### src/rtl/clkgate_sched_pkg.sv
package clkgate_sched_pkg;

  localparam int CODE_W  = 4;
  localparam int MAX_WIN = 16;
  localparam int CNT_W   = $clog2(MAX_WIN);
  localparam int FR_W    = $clog2(MAX_WIN) + 1;

  typedef logic [CODE_W-1:0] code_t;

  typedef struct packed {
    logic [FR_W-1:0] pulses;
    logic [FR_W-1:0] win;
  } frac_t;

  // Pulse count and window length selected by each schedule code.
  function automatic frac_t frac_of(code_t c);
    frac_t f;
    unique case (c)
      4'd0:  begin f.pulses = FR_W'(0);  f.win = FR_W'(1);  end
      4'd1:  begin f.pulses = FR_W'(1);  f.win = FR_W'(16); end
      4'd2:  begin f.pulses = FR_W'(1);  f.win = FR_W'(10); end
      4'd3:  begin f.pulses = FR_W'(1);  f.win = FR_W'(7);  end
      4'd4:  begin f.pulses = FR_W'(1);  f.win = FR_W'(5);  end
      4'd5:  begin f.pulses = FR_W'(1);  f.win = FR_W'(4);  end
      4'd6:  begin f.pulses = FR_W'(1);  f.win = FR_W'(3);  end
      4'd7:  begin f.pulses = FR_W'(1);  f.win = FR_W'(2);  end
      4'd8:  begin f.pulses = FR_W'(2);  f.win = FR_W'(3);  end
      4'd9:  begin f.pulses = FR_W'(3);  f.win = FR_W'(4);  end
      4'd10: begin f.pulses = FR_W'(4);  f.win = FR_W'(5);  end
      4'd11: begin f.pulses = FR_W'(6);  f.win = FR_W'(7);  end
      4'd12: begin f.pulses = FR_W'(7);  f.win = FR_W'(8);  end
      4'd13: begin f.pulses = FR_W'(9);  f.win = FR_W'(10); end
      4'd14: begin f.pulses = FR_W'(15); f.win = FR_W'(16); end
      default: begin f.pulses = FR_W'(16); f.win = FR_W'(16); end
    endcase
    return f;
  endfunction

endpackage

### src/rtl/sched_rst_sync.sv
module sched_rst_sync #(
  parameter int STAGES = 2
) (
  input  logic clk,
  input  logic rst_n,
  output logic rst_sync_n
);

  logic [STAGES-1:0] sync_q;
  logic [STAGES-1:0] sync_d;

  generate
    if (STAGES == 1) begin : g_single
      always_comb sync_d = 1'b1;
    end else begin : g_chain
      always_comb sync_d = {sync_q[STAGES-2:0], 1'b1};
    end
  endgenerate

  always_ff @(posedge clk or negedge rst_n) begin
    if (!rst_n) sync_q <= '0;
    else        sync_q <= sync_d;
  end

  assign rst_sync_n = sync_q[STAGES-1];

endmodule

### src/rtl/sched_code_reg.sv
module sched_code_reg
  import clkgate_sched_pkg::*;
(
  input  logic  clk,
  input  logic  rst_n,
  input  code_t code_i,
  input  logic  boundary_i,
  output code_t act_o
);

  code_t shadow_q, shadow_d;
  code_t act_q, act_d;

  always_comb begin
    shadow_d = code_i;
    act_d    = act_q;
    if (boundary_i) act_d = shadow_q;
  end

  always_ff @(posedge clk or negedge rst_n) begin
    if (!rst_n) begin
      shadow_q <= '0;
      act_q    <= '0;
    end else begin
      shadow_q <= shadow_d;
      act_q    <= act_d;
    end
  end

  assign act_o = act_q;

endmodule

### src/rtl/sched_win_cnt.sv
module sched_win_cnt
  import clkgate_sched_pkg::*;
(
  input  logic            clk,
  input  logic            rst_n,
  input  logic [FR_W-1:0] win_len_i,
  output logic [CNT_W-1:0] cnt_o,
  output logic            last_o
);

  logic [CNT_W-1:0] cnt_q, cnt_d;

  always_comb begin
    last_o = ({1'b0, cnt_q} == (win_len_i - FR_W'(1)));
    cnt_d  = last_o ? '0 : cnt_q + CNT_W'(1);
  end

  always_ff @(posedge clk or negedge rst_n) begin
    if (!rst_n) cnt_q <= '0;
    else        cnt_q <= cnt_d;
  end

  assign cnt_o = cnt_q;

endmodule

### src/rtl/sched_accum.sv
module sched_accum
  import clkgate_sched_pkg::*;
(
  input  logic            clk,
  input  logic            rst_n,
  input  logic [FR_W-1:0] pulses_i,
  input  logic [FR_W-1:0] win_i,
  input  logic            restart_i,
  output logic            en_o
);

  logic [FR_W-1:0] acc_q, acc_d;
  logic [FR_W:0]   sum;
  logic [FR_W:0]   rem;

  always_comb begin
    sum  = {1'b0, acc_q} + {1'b0, pulses_i};
    en_o = (sum >= {1'b0, win_i});
    rem  = en_o ? (sum - {1'b0, win_i}) : sum;
    if (restart_i) acc_d = '0;
    else           acc_d = rem[FR_W-1:0];
  end

  always_ff @(posedge clk or negedge rst_n) begin
    if (!rst_n) acc_q <= '0;
    else        acc_q <= acc_d;
  end

endmodule

### src/rtl/clkgate_sched.sv
module clkgate_sched
  import clkgate_sched_pkg::*;
#(
  parameter int SYNC_STAGES = 2
) (
  input  logic              clk,
  input  logic              rst_n,
  input  logic [CODE_W-1:0] sched_code,
  output logic              gate_en,
  output logic              win_start
);

  logic             rst_sync_n;
  code_t            act_code;
  frac_t            frac;
  logic [CNT_W-1:0] win_cnt;
  logic             win_last;

  sched_rst_sync #(.STAGES(SYNC_STAGES)) u_rst (
    .clk        (clk),
    .rst_n      (rst_n),
    .rst_sync_n (rst_sync_n)
  );

  sched_code_reg u_code (
    .clk        (clk),
    .rst_n      (rst_sync_n),
    .code_i     (sched_code),
    .boundary_i (win_last),
    .act_o      (act_code)
  );

  always_comb frac = frac_of(act_code);

  sched_win_cnt u_cnt (
    .clk       (clk),
    .rst_n     (rst_sync_n),
    .win_len_i (frac.win),
    .cnt_o     (win_cnt),
    .last_o    (win_last)
  );

  sched_accum u_acc (
    .clk       (clk),
    .rst_n     (rst_sync_n),
    .pulses_i  (frac.pulses),
    .win_i     (frac.win),
    .restart_i (win_last),
    .en_o      (gate_en)
  );

  assign win_start = (win_cnt == '0);

endmodule

### config.mk
export PLATFORM = sky130hd
export DESIGN_NAME = clkgate_sched
export DESIGN_NICKNAME = d
export VERILOG_FILES = /design/src/rtl/clkgate_sched_pkg.sv /design/src/rtl/sched_rst_sync.sv /design/src/rtl/sched_code_reg.sv /design/src/rtl/sched_win_cnt.sv /design/src/rtl/sched_accum.sv /design/src/rtl/clkgate_sched.sv
export SDC_FILE = /design/constraint.sdc
export NUM_CORES = 1
export LEC_CHECK = 0
export CAP_MARGIN = 40
export CORE_ASPECT_RATIO = 1.4
export CORE_UTILIZATION = 45
export CTS_CLUSTER_SIZE = 24
export DETAILED_ROUTE_END_ITERATION = 16
export PLACE_DENSITY_LB_ADDON = 0.2
export SLEW_MARGIN = 10
export SYNTH_ARGS = -nofsm -noshare
export SYNTH_HDL_FRONTEND = slang
export SYNTH_HIERARCHICAL = 1
export SYNTH_SLANG_ARGS = --single-unit
### constraint.sdc
create_clock -name clk -period 5.9 [get_ports clk]
set_input_delay 1.77 -clock clk [delete_from_list [all_inputs] [get_ports clk]]
set_output_delay 1.77 -clock clk [all_outputs]
set_load 0.005 [all_outputs]
# Word-level counts from Yosys, hierarchy flattened
# Memory sizes are Yosys's and may differ from the RTL's.
# Index checks and enable logic that the tools add are counted.
# totals
ff_bits,19
rom_bits,160
input_bits,6
out_inout_bits,2
elab_cells,16
mem_count,1
# mem_list
name,depth,width,read_ports,rd_ports_with_merged_regs,write_ports,line_no,rtl
(no name shown),16,10,1,0,0,clkgate_sched_pkg.sv:18,unique case (c)
# op_classes
addsub,4
magnitude_cmp,1
n_eq_ne,1
muxes,3
reduce_logical,1
# op_table
cell,n
5-bit two-way mux,2
5-bit by 5-bit adder with 6-bit output,1
6-bit by 5-bit >= comparator with 1-bit output,1
4-bit by 5-bit == test with 1-bit output,1
5-bit by 1-bit subtractor with 5-bit output (second input constant),1
5-bit subtractor,1
4-bit by 1-bit adder with 4-bit output (second input constant),1
4-bit logical NOT,1
4-bit two-way mux,1

# Depth between registers and ports, before layout
# Gate-level depths: netlist (run 1).
# An unclocked memory read counts as a cell.
# logic_depth
word_depth,5
ltp_mapped,13
ltp_nobuf,13

# Modules after synthesis
# Netlist (run 1), hierarchy kept.
# modules_own_cells
module,n_inst,cells_each,area_per_inst_um2,seq_area_each_um2
sched_accum,1,69,631.9,125.1
sched_win_cnt,1,29,274.0,100.1
clkgate_sched,1,36,264.0,0.0
sched_code_reg,1,12,245.2,200.2
sched_rst_sync,1,3,53.8,50.0

# Worst setup path before layout (run 1)
# OpenSTA, ideal clock, no wires.
# synth_path
path_kind,register to output
from,register u_code.act_q[1] (netlist: u_code/act_o[1])
to,output port gate_en
arrival_ps,3187
t_required_ps,4130
setup_slack_ps,943
path_stages_with_launch,14
path_cell_list,dfrtp_1 > inv_1 > ha_1 > o21ai_0 > a21oi_2 > ha_1 > a211oi_2 > o21bai_1 > o21a_1 > ha_1 > and3_4 > a311o_1 > a211oi_4 > inv_1
# synth_rtl
item,line_no,rtl
"start, declared",sched_code_reg.sv:12,"code_t act_q, act_d;"
"start signal, assigned",sched_code_reg.sv:26,act_q <= act_d;
"end, declared",clkgate_sched.sv:9,"output logic gate_en,"

==> results of run 1 <==
## flip-flops by register name, summed over array words and instances, names as in the netlist
name / flops
u_acc/acc_q: 5
u_cnt/cnt_o: 4
u_code/act_o: 4
u_code/shadow_q: 4
u_rst/sync_q: 2
## metal layers
metal / vias up / wire [um]
met2: 9 / 1480
met5: - / 0
met4: 0 / 22
met3: 2 / 44
met1: 532 / 1230
li1: 537 / -
## synthesized netlist by cell type, types with 2 or more instances
cell type	number	area [sq um]
nand2_1	4	15.0
nor2b_1	4	25.0
or2_1	2	12.5
nand3_1	3	15.0
mux2_4	3	45.0
and3_2	2	15.0
mux2_2	4	45.0
a31oi_1	2	12.5
xor2_1	4	35.0
fa_1	2	40.0
mux2i_1	2	20.0
nor3_1	4	20.0
o21bai_1	2	15.0
ha_1	18	225
a21oi_1	5	25.0
xnor2_1	4	35.0
nor2_1	13	48.8
dfrtp_1	19	475
nand2b_1	5	31.3
o21ai_0	5	25.0
inv_1	14	52.6
o21a_1	2	15.0
## cell families (layout without fill, tap and decap cells)
| family | after synthesis | after routing |
|---|---|---|
| and+or+nand+nor | 46 | 46 |
| AOI/OAI and AO/OA | 29 | 29 |
| adders and majority gates | 20 | 20 |
| other | 1 | 1 |
| buffers and inverters | 17 | 26 |
| DFF | 19 | 19 |
| muxes | 9 | 9 |
| xor gates and xnor gates | 8 | 8 |
## layout make-up
class,instances,area (sq um)
clock buffers,3,41.3
flip-flops and latches,19,477
clock inverters,1,5.00
well taps,39,48.8
inverters,14,52.6
repair buffers,8,77.6
fillers,303,1500
multi-input cells,113,921
## stage by stage
| stage | util (%) | hold WS [ns] | area (sq um) | std cells |
|---|---|---|---|---|
| after floorplan | - | 0.213 | 1470 | 149 |
| after global placement | 50.4 | 0.306 | 1580 | 193 |
| after detailed placement | 50.4 | 0.307 | 1580 | 193 |
| after CTS | 51.9 | 0.314 | 1620 | 197 |
| after global routing | 52.0 | 0.371 | 1620 | 197 |
| final | 52.0 | 0.277 | 1620 | 197 |
## timing repair
action                                  4_1_cts  5_1_grt
setup buffers                                 0        0
gates resized for setup                       0        1
endpoints found under the setup margin        0        1
## worst paths after layout
kind / start / endpoint / slack, ns / depth (start not counted)
setup / recovery: u_code/act_o[0] / gate_en / 0.23 / 14
hold / removal: u_rst/sync_q[1] / u_code/shadow_q[0] / 0.28 / 0
setup reg to reg: u_code/act_o[0] / u_acc/acc_q[4] / 2.13 / 14
hold reg to reg: u_rst/sync_q[1] / u_code/shadow_q[0] / 0.28 / 0
max in group asynchronous: rst_n / u_rst/sync_q[0] / 4.11 / 1
min in group clk: u_rst/sync_q[0] / u_rst/sync_q[1] / 0.36 / 0
## cell usage in the layout, fill, tap and decap left out, drive strengths merged, types with 5 or more instances in the layout
master	count
o21ai	6
mux2	7
nand2b	5
a21oi	6
dfrtp	19
nor2	14
clkdlybuf4s50	7
ha	18
inv	14
==> impl_results.md, run 1 <==
- Unrepaired setup endpoints after global routing: no
- CP Max Fanout: 6
- Synthesized area per cell: 9.86 sq um
- Vias in the first global route: 1079
- Synth Area in XOR/XNOR: 4.77%
- Fin crit share: 96.0%
- Top FF cell, synth: dfrtp_1
- DR vias/cell: 5.48
- Routed Antenna Nets: 0
- Compound-cell area share of the yosys netlist: 14.7%
- CP Capture Type: output pin
- Largest family of logic cells by synthesized area: adder cells
- Mapped Area: 0.00147 sq mm
- Die ar.: 0.00350 sq mm
- Final min period: 5.67 ns
- Unique masters post-synth: 48
- Maximum clock path buffer count: 2
- Share of layout cells above drive strength 1: 13.3%
- Worst hold path class: reg2async
- CTS Sinks: 19
- Critical-path top delay cell: clkdlybuf4s50_1
- Relative slew slack: 55.4%
- Site Rows: 24
- I/O Buffers: 7
- Fin Clk Skew: 0.00295 ns
- Die width: 50.3 um
- Initial antenna violation count: 0
- Largest stage delay on the critical path: 0.43 ns
- Crit path buf inv count: 3
- Fraction of registers with async set/reset: 100%
- Most used routing layer: met2
- Crit-path cells: inv_1 -> ha_1 -> o21ai_0 -> a21oi_2 -> ha_1 -> a211oi_2 -> o21bai_1 -> o21a_1 -> ha_1 -> and3_4 -> a311o_1 -> a211oi_4 -> inv_1 -> clkdlybuf4s50_1
- Pre-CTS setup slack: 0.454 ns
- Setup_tns: 0 ns
- Met3 Track Usage GR: 2.63%
- Hpwl dp: 2220 um
- GR Layer Usage met2: 32.3%
- DRC viols: 0
- Vias after detailed routing: 1080
- Fin. Hold Viols: 0
- Area Growth Syn to Fin: 10.5%
- Worst-margin pin slew: 0.670 ns
- Post-synthesis mux area share: 7.50%
- Post-Synth Simple-Gate Area: 17.4%
- Starting Density: 47.0%
- Drt total wl: 2780 um
- Depth of the CTS H-tree: 1
- Syn Nets: 175
- Crit Path Class: reg2out
- Count of pins over their slew limit: 0
- Most used cell, CP: ha_1
- Drt first pass iters: 4
- Io pins: 8
- CP delay by family, top: compound AO/OA/AOI/OAI gates
- Gr ovfl total: 0
- Req. time, crit path: 4.13 ns
- Worst-Skew Late Latency: 0.25 ns
- CTS tree: built
- CTS hold repair buffers: 0
- Crit path launch type: register
- Max Cap Viol: 0
- Max Clock Freq: 176 MHz
- GPL Wtd Cong: 0.805
- Post-synthesis sequential area ratio: 32.4%
- Core footprint: 0.00312 sq mm
- Outcome: finished, final reports clean
- CTS root buffer: clkbuf_8
- Final critical-path setup slack: 0.233 ns
- CP arrival: 3.90 ns
- Number of synthesized flops with an enable pin: 0
- First-pass GRT wire length: 4770 um
- Largest net degree at the start of global routing: 18
- Post-Syn Instances: 149
- Clk pin slew, worst setup/hold paths: 0.07 ns
- Total track usage: 17.9%
- Nets: 185
- Total CTS buffers: 3
- Synthesis-stage register bit count: 19
- Setup violations, final: 0
- Die Ht: 69.6 um
- Yosys warnings: 6
- # diodes: 0
- Synth Area in Adders: 18.1%
- DR iter-0 viols: 20
- Met1 usage in global routing: 21.3%
- Wire per inst: 14.1 um
Power of run 1 is left out: the tool's default activity adds up to more than one toggle a clock period on the data nets, which glitch-free logic cannot reach.
==> inputs of run 2 (changes only) <==
--- a/config.mk
+++ b/config.mk
@@ -7,8 +7,8 @@
 export LEC_CHECK = 0
 export CAP_MARGIN = 40
 export CORE_ASPECT_RATIO = 1.4
+export CORE_MARGIN = 5
 export CORE_UTILIZATION = 45
-export CTS_CLUSTER_SIZE = 24
 export DETAILED_ROUTE_END_ITERATION = 16
 export PLACE_DENSITY_LB_ADDON = 0.2
 export SLEW_MARGIN = 10
==> constraint.sdc (replaced) <==
create_clock -name clk -period 6.84 [get_ports clk]
set_input_delay 2.052 -clock clk [delete_from_list [all_inputs] [get_ports clk]]
set_output_delay 2.052 -clock clk [all_outputs]
set_load 0.005 [all_outputs]
==> run 2 against run 1 <==
Clock skew up 0.00056 ns. Wire length up 5.3%. First-iteration DRC count up 15%. Cell count down 0.51%. Register-to-register slack better by 0.85 ns. Count of clock-buffer cells in the layout up 1. Sequential share of layout area up 0.10 points. Critical path depth unchanged. Non-clock buffer count down 1. Largest cell class unchanged.
==> impl_results.md, run 2 (synthesized netlist as in run 1, its figures left out) <==
- Outcome: finished, final reports clean
- Vias after detailed routing: 1079
- Depth of the CTS H-tree: 1
- DR iter-0 viols: 23
- Site Rows: 24
- CTS root buffer: clkbuf_8
- Core footprint: 0.00312 sq mm
- Worst-Skew Late Latency: 0.25 ns
- Hpwl dp: 2380 um
- Met1 usage in global routing: 13.3%
- Die ar.: 0.00452 sq mm
- GR Layer Usage met2: 25.3%
- Share of layout cells above drive strength 1: 11.5%
- Total CTS buffers: 3
- Placed Cells: 192
- Count of pins over their slew limit: 0
- Fin crit share: 91.0%
- Clk pin slew, worst setup/hold paths: 0.07 ns
- Gr ovfl total: 0
- CTS tree: built
- Starting Density: 47.0%
- Non-Filler Instances: 196
- Top reg by flops: u_acc/acc_q
- Initial antenna violation count: 0
- # fillers: 302
- Fin. Hold Viols: 0
- Largest register FFs: 5
- Most frequent cells in the layout: dfrtp_1, ha_1, inv_1
- Crit Path Class: reg2out
- CTS Sinks: 19
- Max Clock Freq: 161 MHz
- Setup violations, final: 0
- Total track usage: 13.7%
- Commonest non-fill, non-tap cell in the layout: dfrtp_1
- # diodes: 0
- CP Capture Type: output pin
- Max Cap Viol: 0
- Drt total wl: 2930 um
- Setup_tns: 0 ns
- Largest net degree at the start of global routing: 18
- CP Max Fanout: 10
- First-pass GRT wire length: 4710 um
- Die Ht: 77.6 um
- Nets: 184
- Io pins: 8
- Met3 Track Usage GR: 1.50%
- Relative slew slack: 55.7%
- I/O Buffers: 7
- Post-CTS setup buffer count: 0
- Unrepaired setup endpoints after global routing: no
- Most used routing layer: met2
- Fin Clk Skew: 0.00352 ns
- GPL Wtd Cong: 0.932
- Area Growth Syn to Fin: 9.80%
- DRC viols: 0
- Req. time, crit path: 4.79 ns
- Worst hold path class: reg2async
- Wire per inst: 14.9 um
- Final min period: 6.22 ns
- Worst-margin pin slew: 0.664 ns
- Drt first pass iters: 4
- Routed Antenna Nets: 0
- Die width: 58.3 um
- Vias in the first global route: 1110
- CP arrival: 4.17 ns
- DR vias/cell: 5.51
- Crit path launch type: register
- Maximum clock path buffer count: 2
- CTS hold repair buffers: 0
- PostCTS Resize Cnt: 0
## run 2: worst paths after layout
| check | start | end | slack [ns] | cells after the start |
|---|---|---|---|---|
| worst min-delay path | u_rst/sync_q[1] | u_code/act_o[1] | 0.27 | 0 |
| worst max-delay path | u_code/act_o[1] | gate_en | 0.62 | 14 |
| worst max register to register | u_code/act_o[1] | u_acc/acc_q[0] | 2.98 | 13 |
| worst min register to register | u_rst/sync_q[1] | u_code/act_o[1] | 0.27 | 0 |
| max in group asynchronous | rst_n | u_rst/sync_q[0] | 4.77 | 1 |
| min in group clk | u_rst/sync_q[0] | u_rst/sync_q[1] | 0.36 | 0 |
## run 2: worst max-delay path: stages (launching register included)
cell	delay [ns]
dfrtp_1	0.52
inv_1	0.13
ha_1	0.20
o21ai_0	0.21
a21oi_2	0.11
ha_1	0.31
a211oi_2	0.32
o21bai_1	0.14
o21a_1	0.12
ha_1	0.33
and3_4	0.20
a311o_1	0.38
a211oi_4	0.43
inv_1	0.07
clkdlybuf4s50_1	0.45
## run 2: per-layer routing
metal	part of all wire (%)	vias up
met5	0	-
met1	39	505
met2	54	27
met4	4.5	0
met3	2.4	14
li1	-	533
## run 2: area by class of cell
| cell class | count | area, sq um | area share (%) |
|---|---|---|---|
| sequential | 19 | 475 | 29.5 |
| tap | 39 | 48.8 | 3.03 |
| inverter | 14 | 52.6 | 3.26 |
| timing repair buffer | 7 | 70.1 | 4.34 |
| multi-input combinational | 113 | 921 | 57.1 |
| clock buffer | 4 | 45.0 | 2.79 |
## run 2: per-stage QoR
stage	hold WS [ns]	util (%)	instance area [sq um]	setup WS, ns
after CTS	0.302	51.6	1610	0.606
after global routing	0.344	51.6	1610	0.308
final	0.275	51.6	1610	0.616
after detailed placement	0.302	50.2	1570	0.914
after floorplan	0.213	-	1470	1.60
after global placement	0.294	50.2	1570	0.944
Power of run 2 is left out for the same reason.
